<file path="src/rtl/trig_sem_pkg.sv">
package trig_sem_pkg;
    localparam int unsigned DEF_NUM_TRIG    = 32;
    localparam int unsigned DEF_IDX_W       = 8;
    localparam int unsigned DEF_POLL_PERIOD = 5000;
endpackage

</file>
<file path="src/rtl/tsp_poll_timer.sv">
module tsp_poll_timer #(
    parameter int unsigned POLL_PERIOD = trig_sem_pkg::DEF_POLL_PERIOD
) (
    input  logic clk,
    input  logic rst,
    output logic poll_o
);
    localparam int unsigned CNT_W = (POLL_PERIOD > 2) ? $clog2(POLL_PERIOD) : 1;
    localparam logic [CNT_W-1:0] LAST = CNT_W'(POLL_PERIOD - 1);

    typedef struct packed {
        logic [CNT_W-1:0] cnt;
    } tmr_t;

    tmr_t st_d, st_q;

    always_comb begin
        st_d = st_q;
        if (st_q.cnt == LAST) begin
            st_d.cnt = '0;
        end else begin
            st_d.cnt = st_q.cnt + 1'b1;
        end
    end

    always_ff @(posedge clk) begin
        if (rst) begin
            st_q <= '0;
        end else begin
            st_q <= st_d;
        end
    end

    assign poll_o = (st_q.cnt == LAST);
endmodule

</file>
<file path="src/rtl/tsp_index_decode.sv">
module tsp_index_decode #(
    parameter int unsigned NUM_TRIG = trig_sem_pkg::DEF_NUM_TRIG,
    parameter int unsigned IDX_W    = trig_sem_pkg::DEF_IDX_W
) (
    input  logic                wr_en,
    input  logic [IDX_W-1:0]    wr_idx,
    output logic [NUM_TRIG-1:0] set_mask
);
    for (genvar i = 0; i < NUM_TRIG; i++) begin : g_dec
        assign set_mask[i] = wr_en && (wr_idx == IDX_W'(i));
    end
endmodule

</file>
<file path="src/rtl/tsp_sem_bits.sv">
module tsp_sem_bits #(
    parameter int unsigned NUM_TRIG = trig_sem_pkg::DEF_NUM_TRIG
) (
    input  logic                clk,
    input  logic                rst,
    input  logic                poll,
    input  logic [NUM_TRIG-1:0] set_mask,
    output logic [NUM_TRIG-1:0] read_val,
    output logic [NUM_TRIG-1:0] sem_o
);
    typedef struct packed {
        logic [NUM_TRIG-1:0] bits;
    } sem_t;

    sem_t st_d, st_q;

    always_comb begin
        st_d     = st_q;
        read_val = poll ? st_q.bits : '0;
        st_d.bits = (st_q.bits & ~read_val) | set_mask;
    end

    always_ff @(posedge clk) begin
        if (rst) begin
            st_q <= '0;
        end else begin
            st_q <= st_d;
        end
    end

    assign sem_o = st_q.bits;
endmodule

</file>
<file path="src/rtl/tsp_trig_out.sv">
module tsp_trig_out #(
    parameter int unsigned NUM_TRIG = trig_sem_pkg::DEF_NUM_TRIG
) (
    input  logic                clk,
    input  logic                rst,
    input  logic [NUM_TRIG-1:0] read_val,
    output logic [NUM_TRIG-1:0] trig_o
);
    typedef struct packed {
        logic [NUM_TRIG-1:0] pulse;
    } out_t;

    out_t st_d, st_q;

    always_comb begin
        st_d       = st_q;
        st_d.pulse = read_val;
    end

    always_ff @(posedge clk) begin
        if (rst) begin
            st_q <= '0;
        end else begin
            st_q <= st_d;
        end
    end

    assign trig_o = st_q.pulse;
endmodule

</file>
<file path="src/rtl/trig_sem_poller.sv">
module trig_sem_poller #(
    parameter int unsigned NUM_TRIG    = trig_sem_pkg::DEF_NUM_TRIG,
    parameter int unsigned IDX_W       = trig_sem_pkg::DEF_IDX_W,
    parameter int unsigned POLL_PERIOD = trig_sem_pkg::DEF_POLL_PERIOD
) (
    input  logic                clk,
    input  logic                rst,
    input  logic                wr_en,
    input  logic [IDX_W-1:0]    wr_idx,
    output logic                poll_o,
    output logic [NUM_TRIG-1:0] trig_o
);
    logic [NUM_TRIG-1:0] set_mask;
    logic [NUM_TRIG-1:0] read_val;
    logic [NUM_TRIG-1:0] sem_bits;

    tsp_poll_timer #(.POLL_PERIOD(POLL_PERIOD)) u_timer (
        .clk    (clk),
        .rst    (rst),
        .poll_o (poll_o)
    );

    tsp_index_decode #(.NUM_TRIG(NUM_TRIG), .IDX_W(IDX_W)) u_dec (
        .wr_en    (wr_en),
        .wr_idx   (wr_idx),
        .set_mask (set_mask)
    );

    tsp_sem_bits #(.NUM_TRIG(NUM_TRIG)) u_sem (
        .clk      (clk),
        .rst      (rst),
        .poll     (poll_o),
        .set_mask (set_mask),
        .read_val (read_val),
        .sem_o    (sem_bits)
    );

    tsp_trig_out #(.NUM_TRIG(NUM_TRIG)) u_out (
        .clk      (clk),
        .rst      (rst),
        .read_val (read_val),
        .trig_o   (trig_o)
    );
endmodule

</file>
<file path="config.mk">
export PLATFORM = sky130hd
export DESIGN_NAME = trig_sem_poller
export DESIGN_NICKNAME = d
export VERILOG_FILES = /design/src/rtl/trig_sem_pkg.sv /design/src/rtl/tsp_poll_timer.sv /design/src/rtl/tsp_index_decode.sv /design/src/rtl/tsp_sem_bits.sv /design/src/rtl/tsp_trig_out.sv /design/src/rtl/trig_sem_poller.sv
export SDC_FILE = /design/constraint.sdc
export NUM_CORES = 1
export LEC_CHECK = 0
export CAP_MARGIN = 20
export CORE_UTILIZATION = 55
export CTS_BUF_LIST = sky130_fd_sc_hd__clkbuf_4
export DETAILED_ROUTE_END_ITERATION = 10
export GPL_TIMING_DRIVEN = 1
export PLACE_DENSITY = 0.79
export RECOVER_POWER = 25
export SETUP_SLACK_MARGIN = 0.5
export SYNTH_ARGS = -nofsm -noshare
export SYNTH_HDL_FRONTEND = slang
export SYNTH_HIERARCHICAL = 1
export SYNTH_SLANG_ARGS = --single-unit
</file>
<file path="constraint.sdc">
create_clock -name clk -period 2.54 [get_ports clk]
set_clock_uncertainty 0.1 [all_clocks]
set_input_delay 0.635 -clock clk [delete_from_list [all_inputs] [get_ports clk]]
set_output_delay 0.635 -clock clk [all_outputs]
set_load 0.1 [all_outputs]
</file>
Word-level counts from Yosys, hierarchy flattened
Cells that the tools add are included.
W data, S select, Z words.
{"block": "word_totals", "regBits": 77, "latchBits": 0, "mem_bits_rw": 0, "romBits": 0, "input_bits": 11, "wordCells": 74, "memories": 0}
{"block": "op_classes", "add_sub_neg": 1, "multipliers": 0, "div_mod_pow": 0, "n_lt_le_gt_ge": 0, "n_eq_ne": 32, "n_shift": 0, "mux": 1, "bitwise": 3, "reduce_logical": 34}
{"cell": "$eq A8 B5 Y1 const B", "n": 16}
{"cell": "$eq A8 B4 Y1 const B", "n": 8}
{"cell": "$and A32 B32 Y32", "n": 1}
{"cell": "$eq A8 B3 Y1 const B", "n": 4}
{"cell": "$logic_and A1 B1 Y1", "n": 32}
{"cell": "$mux W32", "n": 1}
{"cell": "$not A32 Y32", "n": 1}
{"cell": "$or A32 B32 Y32", "n": 1}
{"cell": "$eq A8 B2 Y1 const B", "n": 2}
{"cell": "$add A13 B1 Y13 const B", "n": 1}
{"cell": "$eq A13 B13 Y1 const B", "n": 1}
{"cell": "$eq A8 B1 Y1 const B", "n": 1}
{"cell": "$logic_not A8 Y1", "n": 1}
{"cell": "$reduce_or A2 Y1", "n": 1}

Logic depth before layout (Yosys ltp)
Gate-level depths: netlist of run 1.
{"block": "logic_depth", "depth_word": 5, "ltp_mapped": 7, "depth_no_buf": 5}

Hierarchy
The synthesis of run 1 kept the hierarchy.
{"module": "tsp_sem_bits", "instances": 1, "cells_per_inst": 170, "area_each_um2": 1393.8, "seq_area_each_um2": 640.6}
{"module": "tsp_trig_out", "instances": 1, "cells_per_inst": 67, "area_each_um2": 863.3, "seq_area_each_um2": 640.6}
{"module": "tsp_poll_timer", "instances": 1, "cells_per_inst": 64, "area_each_um2": 560.5, "seq_area_each_um2": 260.2}
{"module": "tsp_index_decode", "instances": 1, "cells_per_inst": 54, "area_each_um2": 405.4, "seq_area_each_um2": 0.0}

Worst setup path after synthesis of run 1
OpenSTA, ideal clock, no wires.
{"block": "synth_path", "path_kind": "flip-flop to flip-flop", "start": "register u_timer/st_q[6] (netlist bit)", "end": "register u_out.st_q, in the netlist u_out/trig_o[0]", "setup_time_ns": 0.065, "arrival_ns": 3.333, "required_ns": 2.375, "path_slack_ns": -0.958, "stages_incl_launch_ff": 7, "path_buffers": 2, "synth_period_minus_slack_ns": 3.498, "cell_sequence": "dfxtp_1 or4_1 nor4_2 buf_6 clkbuf_2 and2_1 nor2b_1"}
{"block": "synth_via", "elab_chain_len": 2}
{"element": "from (decl)", "line": "tsp_poll_timer.sv:15", "rtl": "tmr_t st_d, st_q;"}
{"element": "from (signal assigned)", "line": "tsp_poll_timer.sv:30", "rtl": "st_q <= st_d;"}
{"element": "$eq A13 B13 Y1", "line": "tsp_poll_timer.sv:34", "rtl": "assign poll_o = (st_q.cnt == LAST);"}
{"element": "named net poll_o", "line": "trig_sem_poller.sv:10", "rtl": "output logic poll_o,"}
{"element": "$mux W32", "line": "tsp_sem_bits.sv:19", "rtl": "read_val = poll ? st_q.bits : '0;"}
{"element": "named net read_val[0]", "line": "trig_sem_poller.sv:14", "rtl": "logic [NUM_TRIG-1:0] read_val;"}
{"element": "to (signal assigned)", "line": "tsp_trig_out.sv:24", "rtl": "st_q <= st_d;"}
{"element": "to (decl)", "line": "tsp_trig_out.sv:13", "rtl": "out_t st_d, st_q;"}
The timed path passes the listed nets, and every way through them passes these cells.
A chain may end at the register's enable or synchronous reset.

Worst setup path after layout of run 1
{"block": "layout_path", "start": "register u_timer/st_q[11] (netlist bit)", "end": "output poll_o"}
{"block": "layout_via", "elab_chain_len": 1}
{"element": "$eq A13 B13 Y1", "line": "tsp_poll_timer.sv:34"}
{"element": "to (decl)", "line": "trig_sem_poller.sv:10"}
No other way between the ends.

==> results.md, run 1 <==
- CP startpoint kind: flip-flop
- First-pass GRT wire length: 8850 um
- Die area: 6170 um^2
- Status: completed
- Post-Syn Area per Cell: 9.08 um^2
- Residual DRC count: 0
- Wire per inst: 11.2 um
- Reg-to-reg slack, setup: roughly 0.33 ns
- Site Rows: 27
- Fmax achieved: 0.403 GHz
- Main area contributors after synthesis: dfxtp_1, nand2b_1, and2_1
- Sequential area share after synthesis: 47.8%
- Max VDD drop: 0.309 mV
- Number of global-route vias before repair: approximately 2000
- First-pass detailed-route iteration total: 5
- Gate power share: approximately 4.5%
- Post-layout util: 64.8%
- CP Class: reg2out
- Clock Sinks: 77
- DP HPWL: 3400 um
- CP Capture Type: primary output
- Clk slew on worst S/H paths: ~0.11 ns
- Largest net degree at the start of global routing: 66
- Worst path arrival time: 1.75 ns
- Crit path time final: 2.48 ns
- Maximum clock path buffer count: 2
- Synthesis-stage register bit count: 77
- Mapped cell area: 3220 um^2
- Final RePlAce weighted congestion: 0.749
- Fin nets: slightly above 400
- Core footprint: 5570 um^2
- Area share of the largest cell type after synthesis: 47.8%
- Non-filler instance count after layout: ~470
- Total CTS buffers: 9
- Final antenna-violating net count: 0
- Syn-to-layout area delta: 12.2%
- Worst-skew pair later-pin latency: around 0.40 ns
- CP max FO: 3
- Layout cells sized above 1: 19.2%
- Gate Count Post-Synth: about 360
- Design Power: 1.90 mW
- Die height: around 79 um
- Crit path largest cell delay: 0.54 ns
- Slowest cell on the critical path: or4_4
- Post-synthesis cell type count: 26
- Antenna violations before repair: 0
- Gr usage total: 18.7%
- Root Driver: clkbuf_4
- Post-placement cell count: 452
- Cell Chain, Critical Path: or4_4, nor4_4, buf_12
- Starting Density: 57.8%
- Total grt overflow: 0
- Max H-tree Level: 3
- N_diodes: 0
- Port Buffers: 43
- RSZ-0062 raised after global routing: true
- Vias: approximately 2300
- YS warnings: 6
- Critical Path RT: ~1.8 ns
- Power density over cell area: 526 nW/um^2
- Via/cell ratio: 4.85
- Synth area leader: dfxtp_1
- Worst slew margin: between 60% and 70%
- Actual slew at the worst max-slew pin: 0.543 ns
- Period utilization: between 90% and 100%
- Clock share of power: roughly a third
- CTS tree: done
- Switch share: 22.9%
- Reg power frac: 64.0%
- Leakage: approximately 1.3 nW
- Boundary pin count: 44
- Internal: about 1.5 mW
- CTS resizes: 0
- Final hold vios: 0
- P_sw: 0.435 mW
- # hold bufs at CTS: 0
- Max-slew violation count: 0
- Initial DRC Count: 97
- Post-CTS setup buffer count: 0
- Post-detailed-routing wire length: 5250 um
- Die width: between 70 and 80 um
- HP Class: reg2reg
- Final setup viols: 0
- Maxcap violations: 0
- Post-Syn Nets: 367
cells in the final DEF, fill, tap and decap left out, types with 2 or more instances in the layout:
| cell | n |
|---|---|
| dfxtp_1 | 75 |
| nand2b_1 | 36 |
| inv_1 | 36 |
| nor2b_1 | 32 |
| and2_1 | 32 |
| a21oi_1 | 32 |
| clkbuf_2 | 26 |
| nor3_1 | 20 |
| nor2_1 | 16 |
| nor4_2 | 14 |
| clkbuf_4 | 12 |
| buf_4 | 10 |
| xnor2_1 | 10 |
| clkdlybuf4s50_1 | 9 |
| nand2_1 | 5 |
| nand3_1 | 5 |
| or2_2 | 3 |
| nor4_1 | 3 |
| clkinv_2 | 2 |
| buf_12 | 2 |
| nand3b_1 | 2 |
| nand4_1 | 2 |
| dfxtp_2 | 2 |
registers in the layout, indices dropped and copies added, names as in the netlist:
register,flops
u_sem/sem_o,32
u_timer/st_q,13
u_out/trig_o,32
worst paths after layout:
kind                                  startpoint               end  cells past startpoint
worst max-delay path            u_timer/st_q[11]            poll_o                      3
worst min-delay path             u_timer/st_q[0]   u_timer/st_q[0]                      1
worst max register to register  u_timer/st_q[11]  u_timer/st_q[12]                      5
worst min register to register   u_timer/st_q[0]   u_timer/st_q[0]                      1
worst max-delay path, delay by kind of cell, from the launching register on:
kind / cells / cell delay, ns
buffers and inverters: 1 / 0.22
AND/OR/NAND/NOR: 2 / 0.77
flip-flops: 1 / 0.35
final cells by class:
type                       instances  area, um^2
clock buffer                      12        90.1
clock inverter                     3        13.8
fill                             477        1960
inverter                          36         135
multi-input combinational        219        1400
sequential                        77        1540
tap                               72        90.1
timing repair buffer              48         340
cells by family after synthesis:
group / Yosys count / synth area share [%]
flip-flops: 77 / 47.8
AO/OA/AOI/OAI: 32 / 4.97
XOR/XNOR: 11 / 2.99
adder cells (fa/ha/maj): 1 / 0.388
buffers and inverters: 59 / 9.16
AND/OR/NAND/NOR: 175 / 34.7
power by group through the flow:
stage          clock, mW  sequential (mW)  combinational (mW)
3_5_place_dp           0             1.24              0.0867
2_1_floorplan          0             1.24              0.0597
3_3_place_gp           0             1.24              0.0849
5_1_grt            0.672             1.22              0.0947
4_1_cts            0.627             1.22              0.0870
6_report           0.598             1.22              0.0861
metal layers:
layer	part of all wire [%]	GRT usage, %	vias to the layer above
met3	3.9	4.42	11
met1	47	22.0	1015
li1	-	-	1194
met4	2.3	12.2	0
met5	0	0	-
met2	46	30.3	47
per-stage QoR:
| stage | TNS (ns) | setup WS, ns | area [um^2] | hold WS, ns |
|---|---|---|---|---|
| floorplan | -6.03 | -0.107 | 3270 | 0.330 |
| global placement | 0 | 0.114 | 3570 | 0.343 |
| detailed placement | 0 | 0.0868 | 3570 | 0.348 |
| CTS | 0 | 0.0248 | 3680 | 0.375 |
| global route | 0 | 0.00133 | 3610 | 0.348 |
| finish | 0 | 0.0595 | 3610 | 0.334 |
cell usage after synthesis:
library cell,count
dfxtp_1,77
inv_1,36
nand2b_1,36
a21oi_1,32
and2_1,32
nor2b_1,32
nor3_1,20
nor2_1,16
nor4_2,15
xnor2_1,10
buf_6,7
clkbuf_1,5
nand2_1,5
nand3_1,5
buf_2,4
clkbuf_2,4
buf_4,3
nor4_1,3
or2_2,3
nand3b_1,2
nand4_1,2
or3b_2,2
ha_1,1
or4_1,1
or4b_1,1
xor2_1,1
(Power assumes the default switching activity.)
==> run 2: changes to the inputs <==
DONT_BUFFER_PORTS = 1   (was default)
GPL_ROUTABILITY_DRIVEN = 0   (was default)
PLACE_DENSITY = 0.69   (was 0.79)
==> run 2 against run 1 <==
Compared with the run above: global-route usage increased by 1.9 points; setup slack got worse by 0.017 ns; total power increased by 15%.
==> results.md, run 2 (synthesized netlist as in run 1, its figures left out) <==
- Gate power share: 2.2%
- Boundary pin count: 44
- Number of global-route vias before repair: roughly 2200
- Levels on crit path: 3
- Antenna violations before repair: 0
- Worst slew margin: 64.0%
- # hold bufs at CTS: 0
- CP max FO: 2
- Residual DRC count: 0
- WP buf/inv: 1
- Max-slew violation count: 0
- First-pass detailed-route iteration total: 4
- Total CTS buffers: 9
- Post-place setup slack: between 0.3 and 0.4 ns
- Setup TNS: 0 ns
- Critical Path RT: 1.80 ns
- Fmax achieved: 0.400 GHz
- Syn-to-layout area delta: 40.5%
- Internal: 1.72 mW
- Core footprint: 5570 um^2
- Layout cells sized above 1: approximately half
- Total grt overflow: 0
- Top cell family by delay on the critical path: simple AND/OR/NAND/NOR gates
- Die height: approximately 79 um
- Max VDD drop: 0.438 mV
- DP HPWL: between 3000 and 4000 um
- Final hold slack: 0.178 ns
- Starting Density: 57.8%
- Most common cell after layout, fill and taps aside: dfxtp_1
- Die width: 78.6 um
- Via/cell ratio: 5.41
- Final setup viols: 0
- N_diodes: 0
- Worst hold path cell count: 1
- Crit path time final: roughly 2.5 ns
- Crit path largest cell delay: 0.54 ns
- Fin nets: 414
- GR peak layer: met2
- Status: completed
- Initial DRC Count: 116
- CTS tree: done
- Met1 Use GR: 24.0%
- Site Rows: 27
- Root Driver: clkbuf_4
- Maximum clock path buffer count: 2
- Actual slew at the worst max-slew pin: about 0.54 ns
- Port Buffers: 0
- Die area: 6170 um^2
- Final antenna-violating net count: 0
- Largest net degree at the start of global routing: 67
- CP startpoint kind: flip-flop
- Worst Reg2Reg Path Length in Cells: 9
- Leakage: 1.50 nW
- Max H-tree Level: 3
- CP Capture Type: primary output
- Final hold vios: 0
- Maxcap violations: 0
- Slowest cell on the critical path: or4_4
- Reg power frac: 55.8%
- Post-detailed-routing wire length: 8130 um
- Vias: 2589
- Met2 usage: a little over a third
- Gr usage total: 20.6%
- Most frequent cells in the layout: dfxtp_1, inv_1, nand2b_4, a21oi_2, and2_4
- Switch share: between 20% and 30%
- Cell Chain, Critical Path: or4_4, nor4_4, buf_12
- Clk slew on worst S/H paths: 0.12 ns
- P_sw: 0.460 mW
- Wire per inst: between 15 and 20 um
- Power density over cell area: 482 nW/um^2
- CP Class: reg2out
- Worst path arrival time: 1.76 ns
- Post-route setup slack: 0.0425 ns
- Final-layout fill cell count: 320
- Period utilization: 98.3%
- Clock Sinks: 77
- Post-layout util: between 80% and 90%
- HP Class: in2reg
- GRT met3 Usage: 5.23%
- Clock share of power: about two fifths
- RSZ-0062 raised after global routing: true
- Worst-skew pair later-pin latency: 0.43 ns
- First-pass GRT wire length: between 9000 and 10000 um
[run 2: worst paths after layout]
check	from	to	slack, ns
worst max register to register	u_timer/st_q[11]	u_out/trig_o[31]	0.35
worst max-delay path	u_timer/st_q[11]	poll_o	0.04
worst min register to register	u_timer/st_q[0]	u_timer/st_q[0]	0.34
worst min-delay path	rst	u_sem/sem_o[29]	0.18
[run 2: what timing repair did]
action	CTS	global route
pin swaps	0	34
setup buffers	8	5
setup endpoints to repair	41	76
resized for setup	11	123
cloned	3	7
endpoints found under the hold margin	0	0
[run 2: metal layers]
metal	part of all wire, %	vias to the layer above	routed length [um]
li1	-	1223	-
met1	40	1265	3290
met2	53	80	4290
met3	4.3	21	351
met4	2.5	0	205
met5	0	-	0
[run 2: layout make-up]
cell class	count	area, um^2	area share [%]
clock buffer	9	67.6	1.49
clock inverter	7	114	2.52
inverter	36	135	2.99
multi-input combinational	220	1950	43.0
sequential	77	1550	34.3
tap	72	90.1	1.99
timing repair buffer	58	623	13.8
[run 2: worst reg2reg max path, delay by kind of cell (launching register included)]
family	cells	cell delay, ns
buffers and inverters	5	0.67
flip-flops	1	0.34
AND/OR/NAND/NOR	4	1.02
[run 2: power groups by stage]
stage / Clock [mW] / Sequential (mW) / Combinational, mW
final: 0.916 / 1.22 / 0.0487
after global routing: 0.993 / 1.22 / 0.0516
after CTS: 0.925 / 1.22 / 0.0431
after detailed placement: 0 / 1.24 / 0.0430
after global placement: 0 / 1.24 / 0.0416
after floorplan: 0 / 1.24 / 0.0597
[run 2: through the flow]
step                      instances  instance area [um^2]  power [mW]
final                           479                  4530        2.18
after global routing            479                  4530        2.26
after CTS                       467                  3820        2.19
after detailed placement        440                  3450        1.29
after global placement          440                  3450        1.29
after floorplan                 355                  3270        1.30
==> run 3: changes to the inputs <==
CORE_ASPECT_RATIO = 1.2   (was default)
SETUP_SLACK_MARGIN = 0.4   (was 0.5)
==> run 3 against run 2 <==
Compared with the run above: design area down 22%; combinational power down 12%; flip-flop and latch count unchanged; first-iteration DRC count up 0.86%; critical path depth unchanged; largest cell class is now flip-flops and latches; largest power group unchanged; highest routed layer unchanged.
==> results.md, run 3 (synthesized netlist as in run 1, its figures left out) <==
- Starting Density: 56.9%
- Final setup viols: 0
- Post-route setup slack: 0.0552 ns
- Worst-skew pair later-pin latency: 0.41 ns
- Gr usage total: 18.5%
- HP Class: in2reg
- Post-detailed-routing wire length: 5140 um
- Die height: 85.9 um
- Power density over cell area: around 550 nW/um^2
- Final hold vios: 0
- Period utilization: between 90% and 100%
- Max VDD drop: 0.441 mV
- Die width: 71.9 um
- RSZ-0062 raised after global routing: true
- First-pass detailed-route iteration total: 4
- Final-layout fill cell count: 523
- First-pass GRT wire length: ~8800 um
- Worst path arrival time: 1.75 ns
- Critical Path RT: 1.80 ns
- Port Buffers: 0
- Actual slew at the worst max-slew pin: 0.546 ns
- Maximum clock path buffer count: 2
- Post-layout util: 62.0%
- Clock Sinks: 77
- Max H-tree Level: 3
- CP startpoint kind: flip-flop
- Via/cell ratio: ~4.8
- Leakage: 1.21 nW
- Total grt overflow: 0
- Worst slew margin: between 60% and 70%
- Residual DRC count: 0
- CP Class: reg2out
- Final hold slack: ~0.18 ns
- N_diodes: 0
- Max-slew violation count: 0
- Vias: 2211
- CTS tree: done
- Site Rows: 30
- Fin nets: 391
- CP Capture Type: primary output
- Die area: 6170 um^2
- Largest net degree at the start of global routing: 67
- Layout cells sized above 1: 19.4%
- Wire per inst: 11.1 um
- Status: completed
- Core footprint: 5670 um^2
- Post-place setup slack: a little under 0.4 ns
- Fmax achieved: 0.402 GHz
- Most frequent cells in the layout: dfxtp_1, nand2b_1, inv_1
- Total CTS buffers: 9
- Boundary pin count: 44
- Final antenna-violating net count: 0
- Non-filler instance count after layout: 462
- Syn-to-layout area delta: 8.97%
- Initial DRC Count: 117
- Antenna violations before repair: 0
- # hold bufs at CTS: 0
- Clk slew on worst S/H paths: 0.11 ns
- Number of global-route vias before repair: 2032
- Root Driver: clkbuf_4
- Most common cell after layout, fill and taps aside: dfxtp_1
- Crit path time final: 2.48 ns
- Post-placement cell count: ~450
- Maxcap violations: 0
- CP max FO: 3
- DP HPWL: approximately 3300 um
[run 3: report_power, final]
part           switching [mW]  internal [mW]  total (mW)  leakage (nW)
registers             0.00472           1.21        1.22         0.622
logic                  0.0297         0.0131      0.0428         0.517
clock network           0.391          0.286       0.678        0.0714
total                   0.425           1.51        1.94          1.21
[run 3: critical path, stage by stage, from the launching register on]
cell	delay, ns
dfxtp_2	0.35
or4_4	0.54
nor4_4	0.18
buf_6	0.27
[run 3: per-layer routing]
metal | global-route usage [%] | part of all wire [%] | vias up | routed length [um]
met1 | 22.5 | 47 | 988 | 2440
met5 | 0 | 0 | - | 0
met3 | 5.52 | 4.6 | 11 | 238
li1 | - | - | 1170 | -
met2 | 29.3 | 46 | 42 | 2360
met4 | 10.2 | 2.1 | 0 | 110
[run 3: worst paths after layout]
path                         start                to  slack (ns)  cells after the start
hold reg to reg    u_timer/st_q[0]   u_timer/st_q[0]        0.34                      1
hold / removal                 rst  u_out/trig_o[13]        0.18                      1
setup / recovery  u_timer/st_q[11]            poll_o        0.06                      3
setup reg to reg  u_timer/st_q[11]   u_out/trig_o[4]        0.49                      6
[run 3: cell type report]
type	instances	area [um^2]	area share (%)
Clock buffer	9	67.6	1.92
Clock inverter	5	53.8	1.53
Inverter	36	135	3.85
Multi-Input combinational cell	219	1400	39.9
Sequential cell	77	1550	44.0
Tap cell	80	100	2.85
Timing Repair Buffer	36	209	5.95
[run 3: timing repair]
action,4_1_cts,5_1_grt
resized for setup,1,2
setup buffers,0,0
endpoints found under the hold margin,0,0
endpoints found under the setup margin,1,6
[run 3: stage by stage]
stage | TNS (ns) | power [mW] | instance area [um^2]
2_1_floorplan | -6.03 | 1.30 | 3270
3_3_place_gp | 0 | 1.29 | 3450
3_5_place_dp | 0 | 1.29 | 3450
4_1_cts | 0 | 1.96 | 3570
5_1_grt | -0.0148 | 2.02 | 3510
6_report | 0 | 1.94 | 3510
